[src/rtl/rng_health_pkg.sv]
package rng_health_pkg;
  typedef struct packed {
    logic long_run;
    logic noise;
    logic stuck;
  } health_flags_t;
endpackage

[src/rtl/run_len_tracker.sv]
module run_len_tracker #(
  parameter int LONG_RUN  = 34,
  parameter int NOISE_RUN = 48,
  localparam int CntW     = $clog2(NOISE_RUN + 1)
) (
  input  logic clk_i,
  input  logic rst_ni,
  input  logic en_i,
  input  logic bit_valid_i,
  input  logic bit_i,
  output logic long_o,
  output logic noise_o
);
  localparam logic [CntW-1:0] LongPre  = CntW'(LONG_RUN - 1);
  localparam logic [CntW-1:0] NoisePre = CntW'(NOISE_RUN - 1);
  localparam logic [CntW-1:0] CntMax   = CntW'(NOISE_RUN);

  logic [CntW-1:0] cnt_q, cnt_d;
  logic            prev_q, have_q;
  logic            accept, same;

  always_comb begin
    accept = en_i & bit_valid_i;
    same   = have_q & (bit_i == prev_q);
    if (!same)                cnt_d = CntW'(1);
    else if (cnt_q == CntMax) cnt_d = cnt_q;   // saturate
    else                      cnt_d = cnt_q + CntW'(1);
  end

  always_ff @(posedge clk_i or negedge rst_ni) begin
    if (!rst_ni) begin
      cnt_q   <= '0;
      prev_q  <= 1'b0;
      have_q  <= 1'b0;
      long_o  <= 1'b0;
      noise_o <= 1'b0;
    end else begin
      long_o  <= accept & same & (cnt_q == LongPre);
      noise_o <= accept & same & (cnt_q == NoisePre);
      if (!en_i) begin
        cnt_q  <= '0;
        prev_q <= 1'b0;
        have_q <= 1'b0;
      end else if (accept) begin
        cnt_q  <= cnt_d;
        prev_q <= bit_i;
        have_q <= 1'b1;
      end
    end
  end
endmodule

[src/rtl/word_repeat_check.sv]
module word_repeat_check #(
  parameter int WORD_W = 32
) (
  input  logic              clk_i,
  input  logic              rst_ni,
  input  logic              en_i,
  input  logic              word_valid_i,
  input  logic [WORD_W-1:0] word_i,
  output logic              stuck_o
);
  logic [WORD_W-1:0] prev_q;
  logic              have_q, rep_q;
  logic              accept, match;

  always_comb begin
    accept = en_i & word_valid_i;
    match  = accept & have_q & (word_i == prev_q);
  end

  always_ff @(posedge clk_i or negedge rst_ni) begin
    if (!rst_ni) begin
      prev_q  <= '0;
      have_q  <= 1'b0;
      rep_q   <= 1'b0;
      stuck_o <= 1'b0;
    end else begin
      stuck_o <= match & ~rep_q;
      if (!en_i) begin
        prev_q <= '0;
        have_q <= 1'b0;
        rep_q  <= 1'b0;
      end else if (accept) begin
        prev_q <= word_i;
        have_q <= 1'b1;
        rep_q  <= match;  // hold off until a differing word
      end
    end
  end
endmodule

[src/rtl/rng_health_run_stuck.sv]
module rng_health_run_stuck
  import rng_health_pkg::*;
#(
  parameter int WORD_W    = 32,
  parameter int LONG_RUN  = 34,
  parameter int NOISE_RUN = 48
) (
  input  logic              clk_i,
  input  logic              rst_ni,
  input  logic              en_i,
  input  logic              bit_valid_i,
  input  logic              bit_i,
  input  logic              word_valid_i,
  input  logic [WORD_W-1:0] word_i,
  output logic              long_run_fail_o,
  output logic              noise_fail_o,
  output logic              stuck_fail_o
);
  health_flags_t flags;

  run_len_tracker #(
    .LONG_RUN (LONG_RUN),
    .NOISE_RUN(NOISE_RUN)
  ) u_run (
    .clk_i      (clk_i),
    .rst_ni     (rst_ni),
    .en_i       (en_i),
    .bit_valid_i(bit_valid_i),
    .bit_i      (bit_i),
    .long_o     (flags.long_run),
    .noise_o    (flags.noise)
  );

  word_repeat_check #(
    .WORD_W(WORD_W)
  ) u_word (
    .clk_i       (clk_i),
    .rst_ni      (rst_ni),
    .en_i        (en_i),
    .word_valid_i(word_valid_i),
    .word_i      (word_i),
    .stuck_o     (flags.stuck)
  );

  assign long_run_fail_o = flags.long_run;
  assign noise_fail_o    = flags.noise;
  assign stuck_fail_o    = flags.stuck;
endmodule

[config.mk]
export PLATFORM = sky130hd
export DESIGN_NAME = rng_health_run_stuck
export DESIGN_NICKNAME = d
export VERILOG_FILES = /design/src/rtl/rng_health_pkg.sv /design/src/rtl/run_len_tracker.sv /design/src/rtl/word_repeat_check.sv /design/src/rtl/rng_health_run_stuck.sv
export SDC_FILE = /design/constraint.sdc
export NUM_CORES = 1
export LEC_CHECK = 0
export CELL_PAD_IN_SITES_DETAIL_PLACEMENT = 2
export CELL_PAD_IN_SITES_GLOBAL_PLACEMENT = 2
export CORE_MARGIN = 3
export CORE_UTILIZATION = 37
export CTS_BUF_LIST = sky130_fd_sc_hd__clkbuf_4 sky130_fd_sc_hd__clkbuf_8 sky130_fd_sc_hd__clkbuf_16
export CTS_CLUSTER_SIZE = 24
export DETAILED_ROUTE_END_ITERATION = 8
export GPL_ROUTABILITY_DRIVEN = 0
export GPL_TIMING_DRIVEN = 0
export MAX_ROUTING_LAYER = met4
export PLACE_DENSITY_LB_ADDON = 0.15
export SYNTH_ARGS = -nofsm -noshare
export SYNTH_HDL_FRONTEND = slang
export SYNTH_HIERARCHICAL = 1
export SYNTH_SLANG_ARGS = --single-unit
[constraint.sdc]
create_clock -name clk_i -period 3.9 [get_ports clk_i]
set_input_delay 0.78 -clock clk_i [delete_from_list [all_inputs] [get_ports clk_i]]
set_output_delay 0.78 -clock clk_i [all_outputs]
set_load 0.03 [all_outputs]
# After elaboration in Yosys (flattened, before gate mapping)
# Cells that the tools add are included.
[totals]
regBits = 45
latch_bits = 0
mem_bits_rw = 0
rom_bits = 0
in_bits = 38
wordCells = 43
memories = 0
[op_classes]
n_addsub = 1
mul = 0
div = 0
order_cmp = 0
eq_ne = 8
shift = 0
muxes = 14
n_bitwise = 10
n_reduce_logical = 1
[op_table]
columns = ["op", "count"]
rows = [
  ["32-bit 2-to-1 mux", 2],
  ["32-bit == test", 1],
  ["6-bit 2-to-1 mux", 4],
  ["6-bit == test, second input constant", 3],
  ["1-bit AND", 9],
  ["1-bit 2-to-1 mux", 8],
  ["6-bit by 1-bit adder with 6-bit output, second input constant", 1],
  ["2-bit by 1-bit inequality test with 1-bit output, second input constant", 2],
  ["3-bit inequality test, second input constant", 1],
  ["2-bit AND reduction", 1],
  ["1-bit == test", 1],
  ["1-bit NOT", 1],
]

# Longest topological paths before layout
# Gate-level depths: netlist of the first run.
[depth]
word_depth = 5
depth_mapped = 6
depth_no_buf = 6

# Hierarchy
# Netlist of the first run, hierarchy kept.
[modules_own_cells]
columns = ["mod", "instances", "cells_per_inst", "area_per_inst_um2", "seq_area_each_um2"]
rows = [
  ["word_repeat_check", 1, 154, 1813.0, 875.8],
  ["run_len_tracker", 1, 61, 569.3, 250.2],
]

# Worst setup path before layout of the first run
# OpenSTA, ideal clock, no wires.
[synth_timing]
kind = "input to register"
start = "in bit_i"
end = "reg u_run.cnt_q[1]"
setup_time_ps = 82
arrival_time_ps = 1548
t_required_ps = 3818
path_slack_ps = 2270
cell_stages = 4
cell_sequence = "xnor2_2 -> nand2_2 -> or3_1 -> a31oi_1"
[synth_via]
elab_chain_cells = 5
elab_cells_between_ends = 7
classes_between = "eq/ne (2); mux (3); bitwise (1); reduce/logical (1)"
[synth_lines]
columns = ["item", "line_no", "rtl"]
rows = [
  ["from (decl)", "rng_health_run_stuck.sv:12", "input logic bit_i,"],
  ["1-bit == test *", "run_len_tracker.sv:24", "same = have_q & (bit_i == prev_q);"],
  ["1-bit AND *", "run_len_tracker.sv:24", ""],
  ["6-bit 2-to-1 mux", "run_len_tracker.sv:25", "if (!same) cnt_d = CntW'(1);"],
  ["6-bit 2-to-1 mux", "run_len_tracker.sv:44", "end else if (accept) begin"],
  ["6-bit 2-to-1 mux", "run_len_tracker.sv:40", "if (!en_i) begin"],
  ["to (signal assigned)", "run_len_tracker.sv:45", "cnt_q <= cnt_d;"],
  ["to (decl)", "run_len_tracker.sv:18", "logic [CntW-1:0] cnt_q, cnt_d;"],
]
# Mark *: on every way between the ends. The rest lies on a longest branch, timed or not. The select of a mux whose other input is x is not followed.
# A chain may end at the register's enable or synchronous reset.

# Final worst setup path of the first run
[layout_timing]
start = "in en_i"
end = "reg u_word.stuck_o"
[layout_via]
elab_chain_cells = 4
[layout_lines]
columns = ["item", "line_no", "rtl"]
rows = [
  ["from (decl)", "rng_health_run_stuck.sv:10", "input logic en_i,"],
  ["1-bit AND", "word_repeat_check.sv:16", "accept = en_i & word_valid_i;"],
  ["1-bit AND (2 in a row)", "word_repeat_check.sv:17", "match = accept & have_q & (word_i == prev_q);"],
  ["1-bit AND", "word_repeat_check.sv:27", "stuck_o <= match & ~rep_q;"],
  ["to (signal assigned)", "word_repeat_check.sv:27", ""],
  ["to (decl)", "word_repeat_check.sv:9", "output logic stuck_o"],
]
# No other way between the ends.

==> results.yml, run 1 <==
yosys:
  synth-seq-cells: 45
  postSynthCellCount: 215
  async_flop_share_pct: 100
  synth_nets: 256
  synth_area_leader_cell: "dfrtp_1"
  synth_xor_xnor_area_share_pct: 12.4
  synth_fa_ha_area_share_pct: 1.58
  synth_compound_area_share_pct: 3.47
  synth_top_family_by_area: "simple AND/OR/NAND/NOR gates"
  ys_top_cells_by_count: "dfrtp_1 (45), mux2i_1 (33), nor2b_1 (33), xnor2_1 (29), nand4_1 (10)"
  seq_area_frac_synth_pct: 47.3
  synthDistinctLibCells: 31
  ys_dominant_reg_cell: "dfrtp_1"
  yosys.area.top_type_share_pct: 47.3
  netlist_top_cells_area: "dfrtp_1 (47%), mux2i_1 (14%), xnor2_1 (11%)"
  synth_most_common_cell: "dfrtp_1"
  synth_area_um2: 2380
  synth_edf_count: 0
  yosys_warnings: 6
  synthSimpleGateAreaFrac_pct: 18.8
  yosys-mux-area-fraction_pct: 13.9
  syn_avg_cell_area_um2: 11.1
run:
  cap_violations: 0
global_route:
  grt_max_degree: 30
  antenna_found_initial: 0
  first_global_vias: 1971
  grt_first_pass_wirelength_um: 10000
  overflow: 0
  groute.usage.overall_pct: 17.7
sta:
  finalSetupTns_ns: 0
  tightest_slew_ns: 0.584
  setup_viol: 0
  post-route-period-util_pct: 58.2
  relSlewSlack_pct: 60.9
  rsz0062_at_grt: "no"
  finalMaxSlewViolations: 0
  fin_skew_ns: 0.00304
  fin_crit_ns: 2.27
  max_freq_ghz: 0.440
  finalHoldViolCount: 0
place:
  dp_hpwl_um: 4470
  post_dp_cell_area_um2: 2870
  portBuffers: 38
clock_tree:
  clockBufferDepth: 2
  htreeDepth: 2
  cts_tree: "yes"
  clk_pin_slew_worst_paths_ns: 0.08
  cts_hold_buf: 0
  post_cts.repair.setup_buffers: 0
  clk_latency_ns: 0.29
  cts_root_buffer: "clkbuf_8"
  cts_buffers: 5
  cts_resized: 0
  cts.sinks: 45
cells_and_area:
  nFillCells: 647
  drive_gt1_share_pct: 7.31
  final_core_util_pct: 48.6
  synthToLayoutAreaGrowth_pct: 23.6
  final_nets: 302
  n_antenna_cell: 0
  stdcell_area_um2: 2950
worst_setup_path:
  worstPathArrival_ns: 2.49
  required_ns: 4.12
  slowest_delay_ns: 0.84
  path_class: "in -> reg"
  crit_start: "en_i"
  rr_startpoint: "u_run/cnt_q[1]$_DFFE_PN0P_"
  cp-start-kind: "primary input"
  worst_path_max_delay_cell: "clkdlybuf4s50_1"
  end_kind: "flop"
  worst_path_dominant_cell_family: "simple AND/OR/NAND/NOR gates"
  crit_fanout: 16
  worstPathBufferInverterCount: 1
  worstPathCellList: "clkdlybuf4s50_1, nand4_1, nor4_1, nand3_1, nor2_1"
drt:
  dr.pass1.iters: 4
  routed_wl_um: 5830
  drc: 0
  detail-route-antenna-nets: 0
  via_count: 1738
  drtIter0Drc: 17
  wl_per_cell_um: 17.4
  viasPerCell: 5.19
floorplan:
  die_height_um: 86.2
  die_width_um: 86.2
  coreArea_um2: 6060
  io_pins: 41
  dieArea_um2: 7440
  rows: 28
  start_util_pct: 39.3
power:
  leakage_nw: 1.27
  power_per_cell_area_nw_per_um2: 320
  vdd_drop_max_v: 0.000122
outcome:
  status: "complete, no violations"
worst_hold_path:
  worst_hold_path_type: "in -> async"
==> area by class of cell <==
type | instances | area (um2) | share of cell area (%)
buffer | 9 | 51.3 | 1.74
clock buffer | 5 | 68.8 | 2.34
clock inverter | 1 | 5.00 | 0.170
inverter | 3 | 11.3 | 0.382
multi-input combinational | 158 | 1190 | 40.5
sequential | 45 | 1130 | 38.2
tap | 75 | 93.8 | 3.19
timing repair buffer | 39 | 395 | 13.4
==> flip-flops by register name, summed over array words and instances, names as in the netlist <==
name and count:
u_run/noise_o 1, u_word/prev_q 32, u_run/cnt_q 6, u_word/stuck_o 1, u_run/long_o 1, u_word/have_q 1
u_run/have_q 1, u_run/prev_q 1, u_word/rep_q 1
==> metrics by stage <==
step                hold slack [ns]  power [mW]  setup slack, ns  instances
global route                  0.432        1.00             1.49        335
detailed placement            0.434       0.687             1.34        329
global placement              0.413       0.678            0.676        328
floorplan                     0.403       0.602             2.27        215
finish                        0.413       0.941             1.63        335
CTS                           0.422       0.959             1.62        335
==> routing by layer <==
layer	part of all wire (%)	track usage [%]	vias up	wire, um
li1	-	-	819	-
met1	46	22.9	879	2670
met2	50	28.9	32	2920
met3	2.9	3.14	8	169
met4	1.3	4.67	0	77
met5	0	-	-	0
==> cells by family (layout without fill, tap and decap cells) <==
family | count (synthesis) | count (layout)
AO/OA/AOI/OAI | 11 | 11
XOR/XNOR | 33 | 33
adder cells (fa/ha/maj) | 3 | 3
buffers and inverters | 12 | 57
flip-flops | 45 | 45
multiplexers | 33 | 33
AND/OR/NAND/NOR | 78 | 78
==> path summary, 6_finish.rpt <==
| kind | endpoint | slack (ns) | depth (start not counted) |
|---|---|---|---|
| setup / recovery | u_word/stuck_o$_DFF_PN0_ | 1.63 | 5 |
| min in group clk_i | u_word/stuck_o$_DFF_PN0_ | 0.45 | 1 |
| max in group asynchronous | u_word/prev_q[28]$_DFFE_PN0P_ | 2.99 | 2 |
| hold / removal | u_run/cnt_q[0]$_DFFE_PN0P_ | 0.41 | 1 |
| setup reg to reg | u_run/cnt_q[1]$_DFFE_PN0P_ | 2.29 | 6 |
| hold reg to reg | u_word/stuck_o$_DFF_PN0_ | 0.45 | 1 |
==> cells in the final DEF, fill, tap and decap left out, types with 5 or more instances in the layout <==
cell type,Yosys,layout
nand3_1,5,5
dfrtp_1,45,45
clkdlybuf4s50_1,0,37
nor2_1,7,7
nand2_1,8,8
mux2i_1,33,33
nand4_1,10,10
xnor2_1,29,29
clkbuf_8,0,5
nor2b_1,33,33
==> power by group <==
group | total (mW) | switching (mW) | internal [mW]
clock | 0.267 | 0.149 | 0.118
combinational | 0.169 | 0.0777 | 0.0918
sequential | 0.505 | 0.0174 | 0.488
Note: power is estimated with default switching activity, not from simulation.
==> inputs of run 2 (changes only) <==
--- a/config.mk
+++ b/config.mk
@@ -8,7 +8,7 @@
 export CELL_PAD_IN_SITES_DETAIL_PLACEMENT = 2
 export CELL_PAD_IN_SITES_GLOBAL_PLACEMENT = 2
 export CORE_MARGIN = 3
-export CORE_UTILIZATION = 37
+export CORE_UTILIZATION = 31
 export CTS_BUF_LIST = sky130_fd_sc_hd__clkbuf_4 sky130_fd_sc_hd__clkbuf_8 sky130_fd_sc_hd__clkbuf_16
 export CTS_CLUSTER_SIZE = 24
 export DETAILED_ROUTE_END_ITERATION = 8
==> constraint.sdc (replaced) <==
create_clock -name clk_i -period 2.02 [get_ports clk_i]
set_input_delay 0.404 -clock clk_i [delete_from_list [all_inputs] [get_ports clk_i]]
set_output_delay 0.404 -clock clk_i [all_outputs]
set_load 0.03 [all_outputs]
==> run 2 against run 1 <==
  * Die area up 18%
  * Via count down 0.35%
  * Sequential cell count unchanged
  * Clock-buffer cell count up 2
  * First-iteration DRC count rose to 3.7 times the previous value
  * Clock skew up 0.0014 ns
  * Non-clock buffer count unchanged
  * Sequential share of layout area down 0.76 points
  * Utilization down 7.8 points
  * Critical path type unchanged
  * Highest routed layer unchanged
==> results.yml, run 2 (synthesis gave the netlist of run 1 again) <==
worst_setup_path:
  slowest_delay_ns: 0.45
  rr_startpoint: "u_run/cnt_q[0]$_DFFE_PN0P_"
  required_ns: 2.25
  worstPathBufferInverterCount: 1
  worstPathCellList: "clkdlybuf4s50_1, xnor2_1, nand4_1, nor4_1, nand3_1, nor2_1"
  end_kind: "flop"
  r2r_cells: 6
  worstReg2RegEnd: "u_run/cnt_q[1]$_DFFE_PN0P_"
  crit_fanout: 2
  path_class: "in -> reg"
  rrSetupSlack_ns: 0.45
  cp-start-kind: "primary input"
  worst_path_dominant_cell_family: "simple AND/OR/NAND/NOR gates"
  worst_path_max_delay_cell: "clkdlybuf4s50_1"
  worstPathArrival_ns: 1.97
sta:
  tightest_slew_ns: 0.616
  finalMaxSlewViolations: 0
  post-route-period-util_pct: 85.9
  finalSetupTns_ns: 0
  fin_crit_ns: 1.74
  rsz0062_at_grt: "no"
  fin_skew_ns: 0.00449
  relSlewSlack_pct: 58.9
  finalHoldViolCount: 0
  max_freq_ghz: 0.576
  setup_viol: 0
floorplan:
  rows: 31
  io_pins: 41
  die_width_um: 93.7
  die_height_um: 93.7
  coreArea_um2: 7370
  start_util_pct: 32.3
  dieArea_um2: 8770
clock_tree:
  cts_root_buffer: "clkbuf_8"
  clk_latency_ns: 0.29
  cts_buffers: 5
  clockBufferDepth: 2
  cts_tree: "yes"
  clk_pin_slew_worst_paths_ns: 0.09
  cts.sinks: 45
  cts_hold_buf: 0
  post_cts.repair.setup_buffers: 0
  htreeDepth: 2
  cts_resized: 0
power:
  vdd_drop_max_v: 0.000226
  power_per_cell_area_nw_per_um2: 639
  leakage_nw: 1.30
cells_and_area:
  drive_gt1_share_pct: 8.02
  final_nets: 302
  stdcell_area_um2: 3010
  nFillCells: 801
  reg_top3: "u_word/prev_q (32), u_run/cnt_q (6)"
  n_antenna_cell: 0
  final_cell_mix: "dfrtp_1 (45), clkdlybuf4s50_1 (36), mux2i_1 (33), nor2b_1 (33), xnor2_1 (29)"
  synthToLayoutAreaGrowth_pct: 26.2
  final_common_cell: "dfrtp_1"
  final_cells: 361
  largest_register_ffs: 32
  largest_register: "u_word/prev_q"
global_route:
  grt_max_degree: 30
  grt_first_pass_wirelength_um: 9890
  groute.usage.overall_pct: 14.8
  overflow: 0
  first_global_vias: 1985
  antenna_found_initial: 0
drt:
  via_count: 1732
  viasPerCell: 4.80
  drc: 0
  detail-route-antenna-nets: 0
  drtIter0Drc: 63
  wl_per_cell_um: 15.8
  routed_wl_um: 5700
  dr.pass1.iters: 4
run:
  cap_violations: 0
place:
  dp.cells: 353
  dp_hpwl_um: 4310
  portBuffers: 38
  post_dp_cell_area_um2: 2900
worst_hold_path:
  worst_hold_path_type: "in -> async"
outcome:
  status: "complete, no violations"
run 2: cell types whose count changed in the layout (fill, tap and decap cells not counted), sizes merged:
cell,change
clkbuf,+2
clkdlybuf4s50,-1
dlymetal6s2s,+1
run 2: area by class of cell:
cell class                      instances  area (um2)  share of cell area, %
Buffer                                  9        51.3                   1.71
Clock buffer                            7        96.3                   3.21
Clock inverter                          1        5.00                  0.167
Inverter                                3        11.3                  0.375
Multi-Input combinational cell        158        1190                   39.7
Sequential cell                        45        1130                   37.5
Tap cell                               99         124                   4.12
Timing Repair Buffer                   39         398                   13.2
run 2: power breakdown:
part | internal [mW] | switching (mW)
Clock | 0.310 | 0.311
Combinational | 0.177 | 0.147
Sequential | 0.942 | 0.0327
run 2: worst max path at each step:
stage	cells after the start	startpoint	end	slack [ns]
after detailed placement	5	en_i	u_word/stuck_o$_DFF_PN0_	-0.12
final	6	word_i[23]	u_word/stuck_o$_DFF_PN0_	0.28
after global placement	1	rst_ni	u_word/prev_q[17]$_DFFE_PN0P_	-0.93
after floorplan	6	u_run/cnt_q[0]$_DFFE_PN0P_	u_run/cnt_q[1]$_DFFE_PN0P_	0.63
after CTS	5	en_i	u_word/stuck_o$_DFF_PN0_	0.20
after global routing	6	word_i[23]	u_word/stuck_o$_DFF_PN0_	0.15
run 2: stage by stage:
stage | setup slack, ns | hold slack [ns] | total power, mW | util, %
3_5_place_dp | -0.115 | 0.377 | 1.33 | 39.4
2_1_floorplan | 0.630 | 0.108 | 1.16 | -
5_1_grt | 0.151 | 0.0562 | 2.02 | 40.8
6_report | 0.285 | 0.0389 | 1.92 | 40.8
3_3_place_gp | -0.933 | 0.419 | 1.31 | 39.2
4_1_cts | 0.203 | 0.0445 | 1.96 | 40.7
run 2: metal layers:
metal | vias up | track usage, % | share of wire, %
met3 | 5 | 2.72 | 3.6
met5 | - | - | 0
met1 | 874 | 19.5 | 49
met4 | 0 | 3.97 | 0.88
met2 | 32 | 23.6 | 46
li1 | 821 | - | -
